--- src/rtl/spec_pkg.sv ---
package spec_pkg;

  localparam int INSN_W = 32;

  typedef enum logic [2:0] {
    CLS_OTHER   = 3'd0,
    CLS_SYSCALL = 3'd1,
    CLS_JR      = 3'd2,
    CLS_JALR    = 3'd3,
    CLS_ALU     = 3'd4,
    CLS_HILO    = 3'd5,
    CLS_NOEFF   = 3'd6,
    CLS_UNKNOWN = 3'd7
  } insn_class_e;

  typedef struct packed {
    insn_class_e cls;
    logic        rf_we;
    logic        hilo_we;
    logic        mem_req;
    logic        illegal;
  } dec_info_t;

  localparam logic [5:0] FN_JR      = 6'h08;
  localparam logic [5:0] FN_JALR    = 6'h09;
  localparam logic [5:0] FN_SYSCALL = 6'h0C;
  localparam logic [5:0] FN_BARRIER = 6'h0F;

endpackage

--- src/rtl/spec_funct_classifier.sv ---
module spec_funct_classifier
  import spec_pkg::*;
#(
  parameter int                       N_EXACT     = 2,
  parameter logic [N_EXACT*INSN_W-1:0] EXACT_WORDS = {32'h4200_0039, 32'h4200_0038}
) (
  input  logic [INSN_W-1:0] word,
  output dec_info_t         info
);

  logic [5:0]         opc;
  logic [5:0]         fn;
  logic [N_EXACT-1:0] exact_hit;

  assign opc = word[31:26];
  assign fn  = word[5:0];

  genvar gi;
  generate
    for (gi = 0; gi < N_EXACT; gi++) begin : g_exact
      assign exact_hit[gi] = (word == EXACT_WORDS[gi*INSN_W +: INSN_W]);
    end
  endgenerate

  always_comb begin
    info = '{cls: CLS_OTHER, rf_we: 1'b0, hilo_we: 1'b0, mem_req: 1'b0, illegal: 1'b0};
    if (|exact_hit) begin
      info.cls = CLS_NOEFF;
    end else if (opc != 6'h00) begin
      info.cls     = CLS_OTHER;
      info.rf_we   = (opc[5:3] == 3'b001) || (opc[5:3] == 3'b100);
      info.mem_req = (opc[5:4] == 2'b10);
    end else begin
      case (fn)
        FN_SYSCALL: info.cls = CLS_SYSCALL;
        FN_JR:      info.cls = CLS_JR;
        FN_JALR: begin
          info.cls   = CLS_JALR;
          info.rf_we = 1'b1;
        end
        FN_BARRIER: info.cls = CLS_NOEFF;
        6'h00, 6'h02, 6'h03, 6'h04, 6'h06, 6'h07,
        6'h20, 6'h21, 6'h22, 6'h23, 6'h24, 6'h25, 6'h26, 6'h27,
        6'h2A, 6'h2B: begin
          info.cls   = CLS_ALU;
          info.rf_we = 1'b1;
        end
        6'h10, 6'h12: begin
          info.cls   = CLS_HILO;
          info.rf_we = 1'b1;
        end
        6'h11, 6'h13, 6'h18, 6'h19, 6'h1A, 6'h1B: begin
          info.cls     = CLS_HILO;
          info.hilo_we = 1'b1;
        end
        default: begin
          info.cls     = CLS_UNKNOWN;
          info.illegal = 1'b1;
        end
      endcase
    end
  end

endmodule

--- src/rtl/spec_retire_unit.sv ---
module spec_retire_unit
  import spec_pkg::*;
#(
  parameter int             PC_W     = 32,
  parameter int             CNT_W    = 16,
  parameter logic [PC_W-1:0] RESET_PC = 32'h0010_0000
) (
  input  logic             clk,
  input  logic             rst,
  input  logic             accept,
  input  dec_info_t        info,
  output logic [PC_W-1:0]  pc_q,
  output logic             vld_q,
  output logic [PC_W-1:0]  rpc_q,
  output insn_class_e      cls_q,
  output logic             rf_q,
  output logic             hilo_q,
  output logic             mem_q,
  output logic [CNT_W-1:0] cnt_q
);

  localparam logic [PC_W-1:0] PC_STEP = PC_W'(4);

  always_ff @(posedge clk) begin
    if (rst) begin
      pc_q   <= RESET_PC;
      vld_q  <= 1'b0;
      rpc_q  <= '0;
      cls_q  <= CLS_OTHER;
      rf_q   <= 1'b0;
      hilo_q <= 1'b0;
      mem_q  <= 1'b0;
      cnt_q  <= '0;
    end else begin
      vld_q <= accept;
      if (accept) begin
        rpc_q  <= pc_q;
        pc_q   <= pc_q + PC_STEP;
        cnt_q  <= cnt_q + 1'b1;
        cls_q  <= info.cls;
        rf_q   <= info.rf_we;
        hilo_q <= info.hilo_we;
        mem_q  <= info.mem_req;
      end
    end
  end

endmodule

--- src/rtl/spec_trap_capture.sv ---
module spec_trap_capture
  import spec_pkg::*;
#(
  parameter int PC_W = 32
) (
  input  logic              clk,
  input  logic              rst,
  input  logic              take,
  input  logic [PC_W-1:0]   pc,
  input  logic [INSN_W-1:0] word,
  output logic              flag_q,
  output logic [PC_W-1:0]   pc_q,
  output logic [INSN_W-1:0] word_q
);

  always_ff @(posedge clk) begin
    if (rst) begin
      flag_q <= 1'b0;
      pc_q   <= '0;
      word_q <= '0;
    end else if (take && !flag_q) begin
      flag_q <= 1'b1;
      pc_q   <= pc;
      word_q <= word;
    end
  end

endmodule

--- src/rtl/spec_decode_retire.sv ---
module spec_decode_retire
  import spec_pkg::*;
#(
  parameter int                        PC_W        = 32,
  parameter int                        CNT_W       = 16,
  parameter logic [PC_W-1:0]           RESET_PC    = 32'h0010_0000,
  parameter int                        N_EXACT     = 2,
  parameter logic [N_EXACT*INSN_W-1:0] EXACT_WORDS = {32'h4200_0039, 32'h4200_0038}
) (
  input  logic             clk,
  input  logic             rst,
  input  logic             strict_en,
  input  logic             instr_valid,
  input  logic [31:0]      instr_word,
  output logic [PC_W-1:0]  fetch_pc,
  output logic             retire_vld,
  output logic [PC_W-1:0]  retire_pc,
  output logic [2:0]       retire_class,
  output logic             retire_rf_we,
  output logic             retire_hilo_we,
  output logic             retire_mem_req,
  output logic [CNT_W-1:0] retire_count,
  output logic             trap_flag,
  output logic [PC_W-1:0]  trap_pc,
  output logic [31:0]      trap_word
);

  dec_info_t   dec;
  insn_class_e cls_r;
  logic        live;
  logic        take_trap;
  logic        accept;

  spec_funct_classifier #(
    .N_EXACT    (N_EXACT),
    .EXACT_WORDS(EXACT_WORDS)
  ) u_cls (
    .word(instr_word),
    .info(dec)
  );

  assign live      = instr_valid && !trap_flag;
  assign take_trap = live && strict_en && dec.illegal;
  assign accept    = live && !take_trap;

  spec_retire_unit #(
    .PC_W    (PC_W),
    .CNT_W   (CNT_W),
    .RESET_PC(RESET_PC)
  ) u_ret (
    .clk   (clk),
    .rst   (rst),
    .accept(accept),
    .info  (dec),
    .pc_q  (fetch_pc),
    .vld_q (retire_vld),
    .rpc_q (retire_pc),
    .cls_q (cls_r),
    .rf_q  (retire_rf_we),
    .hilo_q(retire_hilo_we),
    .mem_q (retire_mem_req),
    .cnt_q (retire_count)
  );

  assign retire_class = cls_r;

  spec_trap_capture #(
    .PC_W(PC_W)
  ) u_trap (
    .clk   (clk),
    .rst   (rst),
    .take  (take_trap),
    .pc    (fetch_pc),
    .word  (instr_word),
    .flag_q(trap_flag),
    .pc_q  (trap_pc),
    .word_q(trap_word)
  );

endmodule

--- config.mk ---
export PLATFORM = sky130hd
export DESIGN_NAME = spec_decode_retire
export DESIGN_NICKNAME = d
export VERILOG_FILES = /design/src/rtl/spec_pkg.sv /design/src/rtl/spec_funct_classifier.sv /design/src/rtl/spec_retire_unit.sv /design/src/rtl/spec_trap_capture.sv /design/src/rtl/spec_decode_retire.sv
export SDC_FILE = /design/constraint.sdc
export NUM_CORES = 1
export LEC_CHECK = 0
export BUFFER_PORTS_ARGS = -buffer_cell sky130_fd_sc_hd__buf_2
export CAP_MARGIN = 20
export CORE_ASPECT_RATIO = 0.7
export CORE_MARGIN = 1
export CORE_UTILIZATION = 55
export DETAILED_ROUTE_END_ITERATION = 12
export PLACE_DENSITY = 0.83
export SETUP_SLACK_MARGIN = 0.2
export SYNTH_ARGS = -nofsm -noshare
export SYNTH_HDL_FRONTEND = slang
export SYNTH_SLANG_ARGS = --single-unit
--- constraint.sdc ---
create_clock -name clk -period 3.65 [get_ports clk]
set_input_delay 0.365 -clock clk [delete_from_list [all_inputs] [get_ports clk]]
set_output_delay 0.365 -clock clk [all_outputs]
set_load 0.01 [all_outputs]
# Word-level counts from Yosys, hierarchy flattened
# Index checks and enable logic that the tools add are counted.
# classes
reduce_logical,16
n_mux,10
n_eq_ne,32
n_addsub,2
# op_table
operator,count
$eq 32x31->1 const B,2
$eq 6x6->1 const B,10
$eq 6x5->1 const B,8
$add 32x3->32 const B,1
$reduce_or 28->1,1
$eq 6x4->1 const B,4
$reduce_or 19->1,1
$eq 6x3->1 const B,3
$pmux 3 s6,1
$add 16x1->16 const B,1
$reduce_or 16->1,1
$eq 6x2->1 const B,2
$mux 4,2
$reduce_or 8->1,1
$logic_not 6->1,1
$mux 1,6
$reduce_bool 6->1,1
$reduce_or 6->1,1
$logic_and 1x1->1,5
$eq 3x1->1 const B,1
$eq 3x3->1 const B,1
$mux 3,1
$eq 2x2->1 const B,1
$logic_not 1->1,2
other kinds (2),2
# totals
elab_cells,71
reg_bits,152
output_inout_bits,152
in_bits,36

# Longest topological paths before layout
# logic_depth
ltp_word,8
depth_mapped,8
ltp_nobuf,6

# Modules after synthesis
# Synthesis repeated with hierarchy kept, for this count alone.
# hier_totals
cells_unflattened,718
area_unflattened_um2,6880.3
# modules_own_cells
module,seq_area_each_um2,instances,area_per_inst_um2,cells_per_inst
spec_retire_unit,1661.6,1,3407.0,365
spec_trap_capture,1301.2,1,3072.9,295
spec_funct_classifier,0.0,1,367.9,54
spec_decode_retire,0.0,1,32.5,4

# Worst setup path before layout
# OpenSTA, ideal clock, no wires.
# synth_path
path_type,input port to flip-flop
startpoint,input instr_word[1]
endpoint,register u_ret.cnt_q[10]
stages,7
n_path_buf,2
setup_ps,123
arrival_ps,1897
path_slack_ps,1630
required_time_ps,3527
path_cell_list,buf_2 -> nor2b_1 -> o211a_1 -> o31a_2 -> buf_2 -> o2111ai_1 -> mux2_1
# synth_via
elab_chain_len,8
word_cells_on_any_way,38
classes_between,eq/ne (29); mux (3); reduce/logical (6)
# synth_lines
item,line_no,source
from (decl),spec_decode_retire.sv:14,"input logic [31:0] instr_word,"
$eq 6x4->1 (tied with other cells),spec_funct_classifier.sv:34,case (fn)
$reduce_or 28->1 (no line),n/a,
$mux 1,spec_funct_classifier.sv:34,
$mux 1,spec_funct_classifier.sv:29,end else if (opc != 6'h00) begin
$mux 4 (*),spec_funct_classifier.sv:27,if (|exact_hit) begin
$logic_and 1x1->1 (*),spec_decode_retire.sv:43,assign take_trap = live && strict_en && dec.illegal;
$logic_not 1->1 (*),spec_decode_retire.sv:44,assign accept = live && !take_trap;
$logic_and 1x1->1 (*),spec_decode_retire.sv:44,
to (signal assigned),spec_retire_unit.sv:39,cnt_q <= cnt_q + 1'b1;
to (decl),spec_retire_unit.sv:19,output logic [CNT_W-1:0] cnt_q
# Mark *: on every way between the ends. The rest lies on a longest branch, timed or not.
# A chain may end at the register's enable or synchronous reset.

# Worst setup path after layout
# layout_path
startpoint,register u_trap.flag_q
endpoint,register u_ret.cnt_q[4]
# layout_via
elab_chain_len,6
# layout_lines
item,line_no,source
from (decl),spec_trap_capture.sv:11,"output logic flag_q,"
from (signal assigned),spec_trap_capture.sv:18,flag_q <= 1'b0;
from (signal assigned),spec_trap_capture.sv:22,flag_q <= 1'b1;
$logic_not 1->1 (*),spec_decode_retire.sv:42,assign live = instr_valid && !trap_flag;
$logic_and 1x1->1 (*),spec_decode_retire.sv:42,
$logic_and 1x1->1 (2 in a row),spec_decode_retire.sv:43,
$logic_not 1->1,spec_decode_retire.sv:44,
$logic_and 1x1->1 (*),spec_decode_retire.sv:44,
# Marks and branches as above.

==> impl_metrics.py <==
metrics = {
    "route": {
        "via_per_inst": 5.77,
        "dr_total_vias": 6350,
        "drtIter0Drc": 635,
        "firstDrtPassIters": 7,
        "ant_nets": 0,
        "avgRoutedWirePerCell_um": 16.5,
        "route.detailed.drc": 0,
        "routed_wl_um": 18200,
    },
    "synthesis": {
        "syn_area_per_cell_um2": 8.71,
        "yosys_warnings": 0,
        "synth-async-reset-ratio_pct": 0,
        "synthTopCellsByArea": "dfxtp_1 (43%), mux2i_1 (12%), nand2_1 (6.9%), a21oi_1 (4.2%), nand3_1 (3.3%)",
        "synthDistinctLibCells": 66,
        "synthCells": 785,
        "ys_seq_elements": 146,
        "ys_seq_area_share_pct": 42.8,
        "synth_top_cell_area_share_pct": 42.8,
        "synthesis.area_um2": 6840,
        "synth-edff-count": 0,
        "synthFlopType": "dfxtp_1",
        "yosys.area.top_type": "dfxtp_1",
    },
    "sta": {
        "rsz0062_at_grt": "false",
        "fmax_mhz": 399,
        "tightest_slew_ns": 0.910,
        "timing.hold.ws_ns": 0.208,
        "final_max_slew_viol_count": 0,
        "hold_viol": 0,
        "fin_skew_ns": 0.00986,
        "slew_headroom_pct": 39.3,
        "finalSetupViolations": 0,
        "period_needed_ns": 2.51,
        "period_share_pct": 68.7,
        "tns_ns": 0,
    },
    "clock_tree": {
        "cts_made_buffers": 17,
        "clkSinkCount": 146,
        "postCtsSetupRepairBufs": 0,
        "cts-resized-gates": 0,
        "cts_hold_buf": 0,
        "cts_buffer_depth": 2,
        "root_buffer": "clkbuf_16",
        "clock_latency_ns": 0.42,
        "tritoncts": "yes",
        "clk_pin_slew_ns": 0.06,
        "h-tree-depth": 4,
    },
    "floorplan": {
        "die_x_um": 135,
        "ioPinCount": 188,
        "start_util_pct": 57.5,
        "die_y_um": 95.3,
        "dieArea_um2": 12900,
        "fp-row-count": 33,
        "coreArea_um2": 11900,
    },
    "min_path": {
        "holdPathStages": 3,
        "hold_start": "instr_word[15]",
        "hp-class": "in2reg",
        "min_to": "u_trap.word_q[15]",
    },
    "setup_path": {
        "cp_slowest_cell": "a21o_2",
        "crit_arrival_ns": 2.81,
        "critPathRequiredTime_ns": 3.95,
        "crit_type": "reg2reg",
        "r2r_end": "u_ret.cnt_q[4]",
        "reg2reg_depth": 6,
        "ff2ff_setup_slack_ns": 1.14,
        "endpoint_kind": "flip-flop",
        "startpoint_type": "flip-flop",
        "crit_chain": "and2b_1 > o2111a_1 > a21o_2 > buf_4 > o2111ai_1 > mux2_1",
        "max_stage_delay_ns": 0.52,
        "cp_top_family": "compound AO/OA/AOI/OAI gates",
        "critPathMaxFanout": 33,
        "worst-path-buf-inv": 1,
        "reg2reg_from": "u_trap.flag_q",
    },
    "global_routing": {
        "grt.total_usage_pct": 28.2,
        "antenna_found_initial": 0,
        "grt_max_degree": 96,
        "grt_pass1_vias": 5499,
        "grt-ovfl-total": 0,
        "grt_pass1_wl_um": 28600,
    },
    "power_and_ir_drop": {
        "vdd_drop_max_v": 0.000387,
        "leakage_uw": 0.00373,
        "pwr_density_cell_nw_per_um2": 436,
    },
    "layout": {
        "post-route-util_pct": 69.7,
        "nFillCells": 955,
        "drive_gt1_share_pct": 28.2,
        "multi_input_area_um2": 3530,
        "register_area_um2": 2920,
        "diodes": 0,
        "area_growth_pct": 21.2,
        "fin_nets": 968,
    },
    "place": {
        "finalWeightedCongestion": 0.843,
        "io_buffer_count": 181,
        "dpl.hpwl_um": 12100,
    },
    "run": {
        "maxCapViolations": 0,
    },
    "run_status": {
        "status": "complete, no violations",
    },
}
==> cell usage after synthesis, types with 2 or more instances <==
master / number
o21ai_0: 44
nor2b_1: 19
a2111oi_1: 2
a21o_1: 2
o21ai_1: 5
o32ai_1: 2
ha_1: 2
nor4_1: 4
buf_6: 5
a21oi_1: 57
or2_2: 22
and4_1: 3
or4_1: 2
nor3_1: 11
mux2_2: 7
o2111a_1: 2
nand4bb_1: 2
o2111ai_1: 8
nand2_1: 126
nand3_1: 45
and2b_1: 2
mux2_1: 8
a311oi_1: 2
clkbuf_2: 2
o211a_1: 3
nor2_1: 25
dfxtp_1: 146
buf_2: 18
o211ai_1: 5
and3_1: 15
a2111o_1: 3
nor3b_1: 4
nand4_1: 17
mux2i_1: 79
inv_1: 9
o21a_1: 3
clkbuf_1: 35
buf_4: 10
a211o_1: 2
==> final cells by class <==
cell class / count / share of cell area, %
clock inverters: 14 / 1.98
multi-input cells: 563 / 42.6
clock buffers: 18 / 5.18
repair buffers: 192 / 12.1
inverters: 10 / 0.468
flip-flops and latches: 146 / 35.3
well taps: 157 / 2.37
==> worst min-delay path, delay by kind of cell <==
family | cells | cell delay (ns)
muxes | 1 | 0.06
and+or+nand+nor | 1 | 0.05
buffers and inverters | 1 | 0.10
==> cells by family after synthesis <==
| logic type | synth area share, % |
|---|---|
| muxes | 14.0 |
| buffers and inverters | 6.08 |
| AOI/OAI and AO/OA | 14.5 |
| adders and majority gates | 0.366 |
| and+or+nand+nor | 22.2 |
| DFF | 42.8 |
| other | 0.0549 |
==> registers in the layout, indices dropped and copies added, names as in the netlist, 3 cells and up <==
name and flops:
u_ret.cls_q 3, u_ret.cnt_q 16, u_ret.pc_q 30, u_ret.rpc_q 30
u_trap.pc_q 30, u_trap.word_q 32
==> worst max path at each step <==
stage,startpoint,depth (start not counted),end
final,u_trap.flag_q,6,u_ret.cnt_q[4]
after global routing,u_trap.flag_q,6,u_ret.cnt_q[4]
after CTS,u_trap.flag_q,6,u_ret.cnt_q[4]
after detailed placement,instr_word[3],7,u_ret.cnt_q[4]
after global placement,instr_word[3],7,u_ret.cnt_q[10]
after floorplan,instr_word[1],7,u_ret.cnt_q[10]
==> power breakdown <==
group	switching, uW	internal, uW
Combinational	162	73.4
Clock	688	1070
Sequential	10.8	1600
Total	861	2750
==> cell usage in the layout, fill, tap and decap left out, types with 11 or more instances in the layout <==
| master | n |
|---|---|
| buf_2 | 181 |
| dfxtp_1 | 146 |
| nand2_1 | 126 |
| mux2i_1 | 79 |
| a21oi_1 | 57 |
| nand3_1 | 45 |
| o21ai_0 | 44 |
| nor2_1 | 25 |
| or2_2 | 22 |
| nor2b_1 | 19 |
| nand4_1 | 17 |
| clkbuf_16 | 17 |
| and3_1 | 15 |
| nor3_1 | 11 |
==> through the flow <==
step                      worst slack, ns  instances  cell area, um^2  total power, uW
after detailed placement            0.992       1068             7690             1880
after global placement               1.07       1068             7690             1880
after CTS                            1.17       1100             8280             3630
after global routing                 1.07       1100             8280             3730
final                                1.14       1100             8280             3610
after floorplan                      1.63        790             6860             1820
==> layer usage <==
metal | wire (um) | track usage (%) | vias up
li1 | - | - | 3068
met1 | 8730 | 40.5 | 2997
met2 | 7870 | 41.3 | 261
met3 | 1280 | 6.38 | 24
met4 | 297 | 9.55 | 0
met5 | 0 | 0 | -
Note: power is estimated with default switching activity, not from simulation.
